### src/rtl/ibd_pkg.sv
package ibd_pkg;
  // Assembly register state: empty, collecting payload, holding a finished record
  typedef enum logic [1:0] {
    ASM_IDLE = 2'd0,
    ASM_FILL = 2'd1,
    ASM_HELD = 2'd2
  } asm_state_e;
endpackage

### src/rtl/ibd_lead_ones.sv
module ibd_lead_ones #(
  parameter int SCAN  = 5,
  parameter int CNT_W = 3
) (
  input  logic [SCAN-1:0]  top_bits,   // MSB first slice of the word
  output logic [CNT_W-1:0] ones
);
  logic run;
  always_comb begin
    run  = 1'b1;
    ones = '0;
    for (int i = 0; i < SCAN; i++) begin
      if (run && top_bits[SCAN-1-i]) ones = ones + CNT_W'(1);
      else run = 1'b0;
    end
  end
endmodule

### src/rtl/ibd_skip_ctr.sv
module ibd_skip_ctr #(
  parameter int SKIP_W = 16
) (
  input  logic              clk,
  input  logic              rst,
  input  logic              inc,
  input  logic              clr,
  output logic [SKIP_W-1:0] count
);
  localparam logic [SKIP_W-1:0] TOP = '1;

  always_ff @(posedge clk) begin
    if (rst || clr)        count <= '0;
    else if (inc && count != TOP) count <= count + SKIP_W'(1);
  end


  sat_hold_chk: assert property (@(posedge clk) disable iff (rst)
    (count == TOP && !clr) |=> (count == TOP));
endmodule

### src/rtl/ibd_lane_mask.sv
module ibd_lane_mask #(
  parameter int WORD_W = 32,
  parameter int LANES  = 4
) (
  input  logic [LANES*WORD_W-1:0] words,
  output logic [LANES-1:0]        mask
);
  logic low_bits_unused;
  assign low_bits_unused = ^words;

  for (genvar g = 0; g < LANES; g++) begin : g_lane
    assign mask[g] = words[g*WORD_W + WORD_W - 1];
  end
endmodule

### src/rtl/instr_boundary_decoder.sv
module instr_boundary_decoder
  import ibd_pkg::*;
#(
  parameter int WORD_W  = 32,
  parameter int MAX_LEN = 4,
  parameter int SKIP_W  = 16,
  parameter int LANES   = 4,
  localparam int LEN_W  = $clog2(MAX_LEN + 1),
  localparam int PAY_N  = MAX_LEN - 1
) (
  input  logic                    clk,
  input  logic                    rst,
  input  logic                    in_valid,
  output logic                    in_ready,
  input  logic [WORD_W-1:0]       in_word,
  output logic                    out_valid,
  input  logic                    out_ready,
  output logic [LEN_W-1:0]        out_len,
  output logic [WORD_W-1:0]       out_leader,
  output logic [PAY_N*WORD_W-1:0] out_payload,
  output logic [SKIP_W-1:0]       out_skip,
  output logic                    out_err,
  input  logic [LANES*WORD_W-1:0] win_words,
  output logic [LANES-1:0]        win_mask
);
  localparam int SCAN  = MAX_LEN + 1;
  localparam int CNT_W = $clog2(SCAN + 1);

  // Assembly registers
  asm_state_e        st_q;
  logic [LEN_W-1:0]  asm_len_q, asm_cnt_q;
  logic              asm_ill_q;
  logic [WORD_W-1:0] lead_q;
  logic [WORD_W-1:0] pay_q [PAY_N];
  logic [SKIP_W-1:0] asm_skip_q;

  // Decode of the incoming word
  logic [CNT_W-1:0]  ones;
  logic              top, ill, new_done, acc;
  logic [LEN_W-1:0]  new_len, cnt_inc;
  logic [SKIP_W-1:0] skip_cnt;

  ibd_lead_ones #(.SCAN(SCAN), .CNT_W(CNT_W)) u_ones (
    .top_bits (in_word[WORD_W-1 -: SCAN]),
    .ones     (ones)
  );

  assign top      = in_word[WORD_W-1];
  assign ill      = (ones > CNT_W'(MAX_LEN));
  assign new_len  = ill ? '0 : LEN_W'(ones);
  assign new_done = ill || (new_len == LEN_W'(1));
  assign cnt_inc  = asm_cnt_q + LEN_W'(1);
  assign in_ready = !out_valid && (st_q != ASM_HELD);
  assign acc      = in_valid && in_ready;

  ibd_skip_ctr #(.SKIP_W(SKIP_W)) u_skip (
    .clk   (clk),
    .rst   (rst),
    .inc   (acc && !top && st_q == ASM_IDLE),
    .clr   (acc && top),
    .count (skip_cnt)
  );

  ibd_lane_mask #(.WORD_W(WORD_W), .LANES(LANES)) u_mask (
    .words (win_words),
    .mask  (win_mask)
  );

  // Flattened payload: as held, and with the incoming word placed in its slot
  logic [PAY_N*WORD_W-1:0] pay_flat, pay_flat_app;
  for (genvar g = 0; g < PAY_N; g++) begin : g_pay
    assign pay_flat[g*WORD_W +: WORD_W]     = pay_q[g];
    assign pay_flat_app[g*WORD_W +: WORD_W] =
      (asm_cnt_q == LEN_W'(g + 1)) ? in_word : pay_q[g];
  end

  // Record selection
  logic                    emit;
  logic [LEN_W-1:0]        em_len;
  logic [WORD_W-1:0]       em_lead;
  logic [PAY_N*WORD_W-1:0] em_pay;
  logic [SKIP_W-1:0]       em_skip;
  logic                    em_err;

  always_comb begin
    emit    = 1'b0;
    em_len  = asm_len_q;
    em_lead = lead_q;
    em_pay  = pay_flat;
    em_skip = asm_skip_q;
    em_err  = asm_ill_q;
    if (st_q == ASM_HELD && !out_valid) begin
      emit = 1'b1;
    end else if (acc && !top && st_q == ASM_FILL && cnt_inc == asm_len_q) begin
      emit   = 1'b1;
      em_pay = pay_flat_app;
      em_err = 1'b0;
    end else if (acc && top && st_q == ASM_FILL) begin
      emit   = 1'b1;
      em_len = asm_cnt_q;
      em_err = 1'b1;
    end else if (acc && top && st_q == ASM_IDLE && new_done) begin
      emit    = 1'b1;
      em_len  = new_len;
      em_lead = in_word;
      em_pay  = '0;
      em_skip = skip_cnt;
      em_err  = ill;
    end
  end

  // Output register
  always_ff @(posedge clk) begin
    if (rst) begin
      out_valid   <= 1'b0;
      out_len     <= '0;
      out_leader  <= '0;
      out_payload <= '0;
      out_skip    <= '0;
      out_err     <= 1'b0;
    end else if (emit) begin
      out_valid   <= 1'b1;
      out_len     <= em_len;
      out_leader  <= em_lead;
      out_payload <= em_pay;
      out_skip    <= em_skip;
      out_err     <= em_err;
    end else if (out_ready) begin
      out_valid   <= 1'b0;
    end
  end

  // Assembly register
  always_ff @(posedge clk) begin
    if (rst) begin
      st_q       <= ASM_IDLE;
      asm_len_q  <= '0;
      asm_cnt_q  <= '0;
      asm_ill_q  <= 1'b0;
      lead_q     <= '0;
      asm_skip_q <= '0;
      for (int i = 0; i < PAY_N; i++) pay_q[i] <= '0;
    end else if (st_q == ASM_HELD) begin
      if (!out_valid) st_q <= ASM_IDLE;
    end else if (acc && !top) begin
      if (st_q == ASM_FILL) begin
        for (int i = 0; i < PAY_N; i++)
          if (asm_cnt_q == LEN_W'(i + 1)) pay_q[i] <= in_word;
        asm_cnt_q <= cnt_inc;
        if (cnt_inc == asm_len_q) st_q <= ASM_IDLE;
      end
    end else if (acc && top) begin
      lead_q     <= in_word;
      asm_len_q  <= new_len;
      asm_cnt_q  <= LEN_W'(1);
      asm_ill_q  <= ill;
      asm_skip_q <= skip_cnt;
      for (int i = 0; i < PAY_N; i++) pay_q[i] <= '0;
      if (st_q == ASM_FILL) st_q <= new_done ? ASM_HELD : ASM_FILL;
      else                  st_q <= new_done ? ASM_IDLE : ASM_FILL;
    end
  end


  hold_stable_chk: assert property (@(posedge clk) disable iff (rst)
    (out_valid && !out_ready) |=> (out_valid && $stable(out_leader) &&
      $stable(out_len) && $stable(out_payload) && $stable(out_skip) && $stable(out_err)));

  ready_low_chk: assert property (@(posedge clk) disable iff (rst)
    out_valid |-> !in_ready);

  leader_top_chk: assert property (@(posedge clk) disable iff (rst)
    out_valid |-> out_leader[WORD_W-1]);

  len_range_chk: assert property (@(posedge clk) disable iff (rst)
    (out_valid && !out_err) |-> (out_len != '0 && out_len <= LEN_W'(MAX_LEN)));

  ill_flag_chk: assert property (@(posedge clk) disable iff (rst)
    (out_valid && out_len == '0) |-> out_err);

  pay_top_chk: assert property (@(posedge clk) disable iff (rst)
    (out_valid && !out_err && out_len >= LEN_W'(2)) |-> !out_payload[WORD_W-1]);

  data_quiet_chk: assert property (@(posedge clk) disable iff (rst)
    (acc && !top && st_q == ASM_IDLE) |=> !out_valid);
endmodule

### config.mk
export PLATFORM = sky130hd
export DESIGN_NAME = instr_boundary_decoder
export DESIGN_NICKNAME = d
export VERILOG_FILES = /design/src/rtl/ibd_pkg.sv /design/src/rtl/ibd_lead_ones.sv /design/src/rtl/ibd_skip_ctr.sv /design/src/rtl/ibd_lane_mask.sv /design/src/rtl/instr_boundary_decoder.sv
export SDC_FILE = /design/constraint.sdc
export NUM_CORES = 1
export LEC_CHECK = 0
export CAP_MARGIN = 20
export CORE_MARGIN = 1.5
export CORE_UTILIZATION = 39
export DETAILED_ROUTE_END_ITERATION = 10
export GPL_ROUTABILITY_DRIVEN = 0
export GPL_TIMING_DRIVEN = 0
export PLACE_DENSITY = 0.67
export SLEW_MARGIN = 20
export SYNTH_ARGS = -nofsm -noshare
export SYNTH_HDL_FRONTEND = slang
export SYNTH_HIERARCHICAL = 1
export SYNTH_SLANG_ARGS = --single-unit
### constraint.sdc
create_clock -name clk -period 8.7 [get_ports clk]
set_clock_uncertainty 0.1 [all_clocks]
set_input_delay 0.87 -clock clk [delete_from_list [all_inputs] [get_ports clk]]
set_output_delay 0.87 -clock clk [all_outputs]
set_load 0.02 [all_outputs]
* Word-level counts from Yosys, hierarchy flattened
Memory sizes are Yosys's and may differ from the RTL's. Index checks and enable logic that the tools add are counted.
Word-level totals: flip-flop bits (word level) 222, RAM bits 96, bits of input ports 164, output and inout port bits 154, word-level logic and storage cells 151, memories kept 1
Cells by class: $add $sub $neg 6, order comparisons 1, equal/unequal tests 13, multiplexer cells 82, bitwise gates (word level) 8, reductions and logical operators 27
Memory list:
- pay_q | words 3, width 32, rd ports 3, clocked after memory_dff 0, wr ports 3, RTL line instr_boundary_decoder.sv:34 | logic [WORD_W-1:0] pay_q [PAY_N];
Operator list (count):
- 32-bit two-way mux | 13
- 96-bit two-way mux | 4
- 16-bit two-way mux | 4
- 1-bit two-way mux | 41
- 3-bit two-way mux | 12
- 16-bit by 1-bit adder with 16-bit output (second input constant) | 1
- 1-bit logical AND | 16
- 2-bit two-way mux | 8
- 16-bit != test (second input constant) | 1
- 3-bit by 1-bit adder with 3-bit output (second input constant) | 5
- 3-bit by 1-bit == test with 1-bit output (second input constant) | 2
- 3-bit by 2-bit == test with 1-bit output (second input constant) | 2
- 3-bit by 2-bit != test with 1-bit output (second input constant) | 2
- 1-bit OR | 6
- 3-bit AND reduction | 2
- 2-bit != test (second input constant) | 2
- 4-bit AND reduction | 1
- 2-bit nonzero test | 2
- 3-bit == test | 1
- 3-bit > comparator (second input constant) | 1
- 3-bit nonzero test | 1
- 2-bit by 1-bit == test with 1-bit output (second input constant) | 1
- 2-bit == test (second input constant) | 1
- 1-bit logical NOT | 2
- 4 further kinds | 6

* Logic depth before layout (Yosys ltp)
word-level depth 19, mapped depth 17

* By module
The synthesis kept the hierarchy.
Modules (own cells, without submodules):
- instr_boundary_decoder | instances 1, cells an instance 1263, area an instance 12027.8 µm²
- ibd_skip_ctr | instances 1, cells an instance 95, area an instance 847.1 µm²
- ibd_lead_ones | instances 1, cells an instance 19, area an instance 121.4 µm²
- ibd_lane_mask | instances 1, cells an instance 4, area an instance 30.0 µm²

* Least setup slack after synthesis
Ideal clock, no wire load.
path kind input port to flip-flop, start input port in_word[31], end register out_payload[32], setup time 91 ps, arrival time 3483 ps, required time 8509 ps, slack 5026 ps, stages on the path 15, path buffers 3, cell sequence nand2_1 -> inv_1 -> ha_1 -> nor2_1 -> nor2_1 -> ha_1 -> mux2i_1 -> a31oi_1 -> mux2i_1 -> or3_1 -> buf_2 -> buf_2 -> buf_1 -> nand3_1 -> a311oi_1
On the way: word-level cells in the longest chain between the ends 18
Ends and longest elaborated chain:
- from (decl) | RTL line instr_boundary_decoder.sv:15 | input logic [WORD_W-1:0] in_word,
- 1-bit two-way mux | RTL line ibd_lead_ones.sv:13 | if (run && top_bits[SCAN-1-i]) ones = ones + CNT_W'(1);
- 3-bit by 1-bit adder with 3-bit output / 1-bit logical AND (equally long branches) | RTL line ibd_lead_ones.sv:13
- 3-bit two-way mux / 1-bit two-way mux (equally long branches) | RTL line ibd_lead_ones.sv:13
- 3-bit by 1-bit adder with 3-bit output / 1-bit logical AND (equally long branches) | RTL line ibd_lead_ones.sv:13
- 3-bit two-way mux / 1-bit two-way mux (equally long branches) | RTL line ibd_lead_ones.sv:13
- 3-bit by 1-bit adder with 3-bit output / 1-bit logical AND (equally long branches) | RTL line ibd_lead_ones.sv:13
- 3-bit two-way mux / 1-bit two-way mux (equally long branches) | RTL line ibd_lead_ones.sv:13
- 3-bit by 1-bit adder with 3-bit output / 1-bit logical AND (equally long branches) | RTL line ibd_lead_ones.sv:13
- [... 1 more ...]
- via ones[1] | RTL line instr_boundary_decoder.sv:38 | logic [CNT_W-1:0] ones;
- [... 1 more ...]
- 3-bit two-way mux | RTL line instr_boundary_decoder.sv:50 | assign new_len = ill ? '0 : LEN_W'(ones);
- 3-bit by 1-bit == test with 1-bit output | RTL line instr_boundary_decoder.sv:51 | assign new_done = ill || (new_len == LEN_W'(1));
- 1-bit logical OR * | RTL line instr_boundary_decoder.sv:51
- 1-bit logical AND * | RTL line instr_boundary_decoder.sv:102 | end else if (acc && top && st_q == ASM_IDLE && new_done) begin
- 96-bit two-way mux / 1-bit two-way mux (equally long branches) | RTL line instr_boundary_decoder.sv:102
- 96-bit two-way mux / 1-bit two-way mux (equally long branches) | RTL line instr_boundary_decoder.sv:98 | end else if (acc && top && st_q == ASM_FILL) begin
- 96-bit two-way mux / 1-bit two-way mux (equally long branches) | RTL line instr_boundary_decoder.sv:94 | end else if (acc && !top && st_q == ASM_FILL && cnt_inc == asm_len_q) begin
- 96-bit two-way mux / 1-bit two-way mux (equally long branches) | RTL line instr_boundary_decoder.sv:92 | if (st_q == ASM_HELD && !out_valid) begin
- to (signal assigned) | RTL line instr_boundary_decoder.sv:125 | out_payload <= em_pay;
- to (decl) | RTL line instr_boundary_decoder.sv:20 | output logic [PAY_N*WORD_W-1:0] out_payload,
Mark *: on every way through the listed nets, which the timed path passes. The rest lies on a longest branch. A chain may end at the register's enable or synchronous reset.

* Worst setup path after layout
start input port in_word[29], end register out_leader[22]
On the way: word-level cells in the longest chain between the ends 15
Ends and longest elaborated chain:
- 1-bit logical AND * | RTL line ibd_lead_ones.sv:13
- 3-bit two-way mux / 1-bit two-way mux (equally long branches) | RTL line ibd_lead_ones.sv:13
- 3-bit by 1-bit adder with 3-bit output / 1-bit logical AND (equally long branches) | RTL line ibd_lead_ones.sv:13
- 3-bit two-way mux / 1-bit two-way mux (equally long branches) | RTL line ibd_lead_ones.sv:13
- 3-bit by 1-bit adder with 3-bit output / 1-bit logical AND (equally long branches) | RTL line ibd_lead_ones.sv:13
- 3-bit two-way mux * | RTL line ibd_lead_ones.sv:13
- via ones[1] | RTL line instr_boundary_decoder.sv:38
- 3-bit > comparator | RTL line instr_boundary_decoder.sv:49 | assign ill = (ones > CNT_W'(MAX_LEN));
- 3-bit two-way mux | RTL line instr_boundary_decoder.sv:50
- 3-bit by 1-bit == test with 1-bit output | RTL line instr_boundary_decoder.sv:51
- 1-bit logical OR * | RTL line instr_boundary_decoder.sv:51
- 1-bit logical AND * | RTL line instr_boundary_decoder.sv:102
- 32-bit two-way mux / 1-bit two-way mux (equally long branches) | RTL line instr_boundary_decoder.sv:102
- 32-bit two-way mux / 1-bit two-way mux (equally long branches) | RTL line instr_boundary_decoder.sv:98
- 32-bit two-way mux / 1-bit two-way mux (equally long branches) | RTL line instr_boundary_decoder.sv:94
- 32-bit two-way mux / 1-bit two-way mux (equally long branches) | RTL line instr_boundary_decoder.sv:92
- to (signal assigned) | RTL line instr_boundary_decoder.sv:124 | out_leader <= em_lead;
- to (decl) | RTL line instr_boundary_decoder.sv:19 | output logic [WORD_W-1:0] out_leader,
Marked as above.

==> summary.md <==
| Metric | Value |
|---|---|
| FMAX | `203 MHz` |
| Pwr/cell area | `214 mW/mm^2` |
| Remaining DRCs | `0` |
| Register area | `~0.0073 sq mm` |
| Initial core utilization | `0.398` |
| Clock Latency Late Sink | `roughly 0.52 ns` |
| Post-route ant nets | `0` |
| Routed wire length | `about 41000 um` |
| Total grt overflow | `0` |
| Crit path DAT | `between 5 and 6 ns` |
| Row count | `66` |
| Vias/cell | `5.49` |
| Fill cells | `roughly 3000` |
| CTS Hold Bufs | `0` |
| TritonCTS buffer count | `35` |
| Async SR Flop Fraction | `0` |
| Crit Path Category | `input port to flop` |
| Yosys warning count | `6` |
| Die area | `around 0.035 sq mm` |
| Die Wd | `approximately 190 um` |
| Pins Over Slew Limit | `0` |
| PortBufs | `roughly 190` |
| Area of the multi-input gates | `0.00509 sq mm` |
| Post-DR wirelength/cell | `between 15 and 20 um` |
| Peak supply drop | `around 0.00012 V` |
| Final setup violation count | `0` |
| Total power | `3.58 mW` |
| Leak pwr | `about 5.6 nW` |
| Antenna violations before repair | `1` |
| Post-synth top flop | `dfxtp_1` |
| Post-DP HPWL | `29100 um` |
| Post-synthesis area per instance | `roughly 9.4 sq um` |
| Core area | `between 0.03 and 0.04 sq mm` |
| Slew headroom | `0.499` |
| Layout area overhead | `28.2%` |
| Min Hold Slack | `approximately 0.36 ns` |
| Measured slew at the worst slew-check pin | `~0.75 ns` |
| Final Cycle Share | `0.567` |
| Crit path required time | `~9 ns` |
| Clock Path Buffers | `3` |
| Setup Fix Bufs, Post-CTS | `0` |
| Post-Synthesis Cells | `1381` |
| CTS tree | `built` |
| Tmin final | `~4.9 ns` |
| Post-synthesis sequential area ratio | `0.562` |
| Worst min-delay path category | `flop to flop` |
| Vias in the first global route | `between 10000 and 15000` |
| Synthesized flop and latch total | `approximately 320` |
| Clock net sink count | `about 320` |
| Fin area | `approximately 0.017 sq mm` |
| H-Tree Depth | `2` |
| Initial DRC count | `approximately 1000` |
| # Max-Cap Violations | `0` |
| Critical path endpoint category | `flop` |
| Status | `completed` |
| Final hold vios | `0` |
| CP max FO | `10` |
| Total Routing Usage GR | `0.239` |
| Final Util | `0.511` |
| RSZ-0062 raised after global routing | `no` |
| Final #Nets | `1783` |
| Pin count of the biggest net entering global routing | `20` |
| First-pass DRT Iterations | `5` |
| Unique cell type count in the Yosys netlist | `57` |
| Io pins | `318` |
| Syn Std Cell Area | `~0.013 sq mm` |
| Share of cells above drive strength 1 | `0.0763` |
| First-pass GRT wire length | `approximately 63000 um` |
| Die Y | `186 um` |
| Post-DP Area | `around 0.016 sq mm` |
| Clk root buf | `clkbuf_16` |
| TNS Setup | `0 ns` |
| CTS clock-pin slew for the worst setup and hold paths | `0.06 ns` |
| EDFF count, synth | `96` |
| DR vias | `approximately 11000` |
| Crit start category | `input port` |
| Post-CTS Resized | `0` |
-- worst max-delay path: stages --
cell             delay [ns]
clkdlybuf4s50_1        0.70
inv_1                  0.10
a21boi_0               0.18
ha_1                   0.27
nor2_1                 0.11
nor2_1                 0.05
ha_1                   0.28
mux2i_1                0.07
a31oi_1                0.39
mux2i_1                0.51
or3_1                  0.18
buf_2                  0.21
buf_2                  0.34
buf_1                  0.49
nand2_1                0.22
a311oi_1               0.28
-- cells in the mapped netlist, drive strengths merged (11+ instances only) --
library cell	number	area, sq um
o21ai	11	55.1
buf	64	373
nand2	302	1130
nand3	69	345
nand3b	34	255
and2	35	219
a21oi	72	360
a311oi	140	1230
edfxtp	96	2880
clkbuf	57	215
nor2	170	641
dfxtp	222	4440
nand4	11	90.1
-- routing by layer --
metal  GRT usage  wire (um)  up-vias
li1            -          -     5398
met1       0.315      17900     5491
met2       0.386      19200      457
met3      0.0452       3170       76
met4      0.0958       1170        2
met5           0         10        -
-- report_power, final --
part           total, mW  internal (mW)  switching (mW)  leakage (nW)
registers           1.66           1.61          0.0493          2.83
clock network       1.46          0.864           0.600         0.548
logic              0.456          0.183           0.273          2.26
-- placed cells by master (no fill, tap or decap), drive strengths merged, types with 6 or more instances in the layout --
master,count
nand2,302
dfxtp,222
clkdlybuf4s50,189
nor2,170
a311oi,140
clkbuf,111
edfxtp,96
a21oi,72
nand3,69
buf,67
and2,35
nand3b,34
o21ai,11
inv,11
nand4,11
nor3,10
or3,7
ha,7
and4,6
clkinv,6
-- per-stage QoR --
stage	worst slack (ns)	cells
after floorplan	5.03	1383
after global placement	3.44	2014
after detailed placement	3.41	2017
after CTS	3.93	2081
after global routing	3.48	2081
final	3.77	2082
-- flip-flops by register name, summed over array words and instances (netlist names) --
name          flops
pay_q            96
st_q              2
out_len           3
lead_q           32
out_err           1
out_valid         1
out_payload      96
u_skip/count     16
out_leader       32
asm_len_q         3
out_skip         16
asm_skip_q       16
asm_ill_q         1
asm_cnt_q         3
-- cell families after synthesis --
family	Yosys count	share of synthesized area
other	1	0.000288
adder cells (fa/ha/maj)	7	0.00672
flip-flops	318	0.562
multiplexers	2	0.00154
AO/OA/AOI/OAI	252	0.145
AND/OR/NAND/NOR	664	0.231
buffers and inverters	130	0.0477
XOR/XNOR	7	0.00471
-- area by class of cell --
class / count / area share
repair buffers: 192 / 0.118
clock buffers: 54 / 0.0604
diodes: 1 / 0.000150
plain buffers: 121 / 0.0352
well taps: 442 / 0.0331
inverters: 9 / 0.00202
multi-input cells: 935 / 0.305
flip-flops and latches: 318 / 0.439
clock inverters: 10 / 0.00697
-- worst paths after layout --
path | start | endpoint | slack (ns) | cells after the start
worst max register to register | asm_cnt_q[0]$_SDFFE_PP0P_ | out_payload[90]$_SDFFE_PP0P_ | 5.55 | 9
worst min-delay path | asm_skip_q[9]$_SDFFE_PP0P_ | asm_skip_q[9]$_SDFFE_PP0P_ | 0.36 | 2
worst max-delay path | in_word[29] | out_leader[22]$_SDFFE_PP0P_ | 3.77 | 16
worst min register to register | asm_skip_q[9]$_SDFFE_PP0P_ | asm_skip_q[9]$_SDFFE_PP0P_ | 0.36 | 2
No activity file was read; power rests on OpenSTA's default activity.
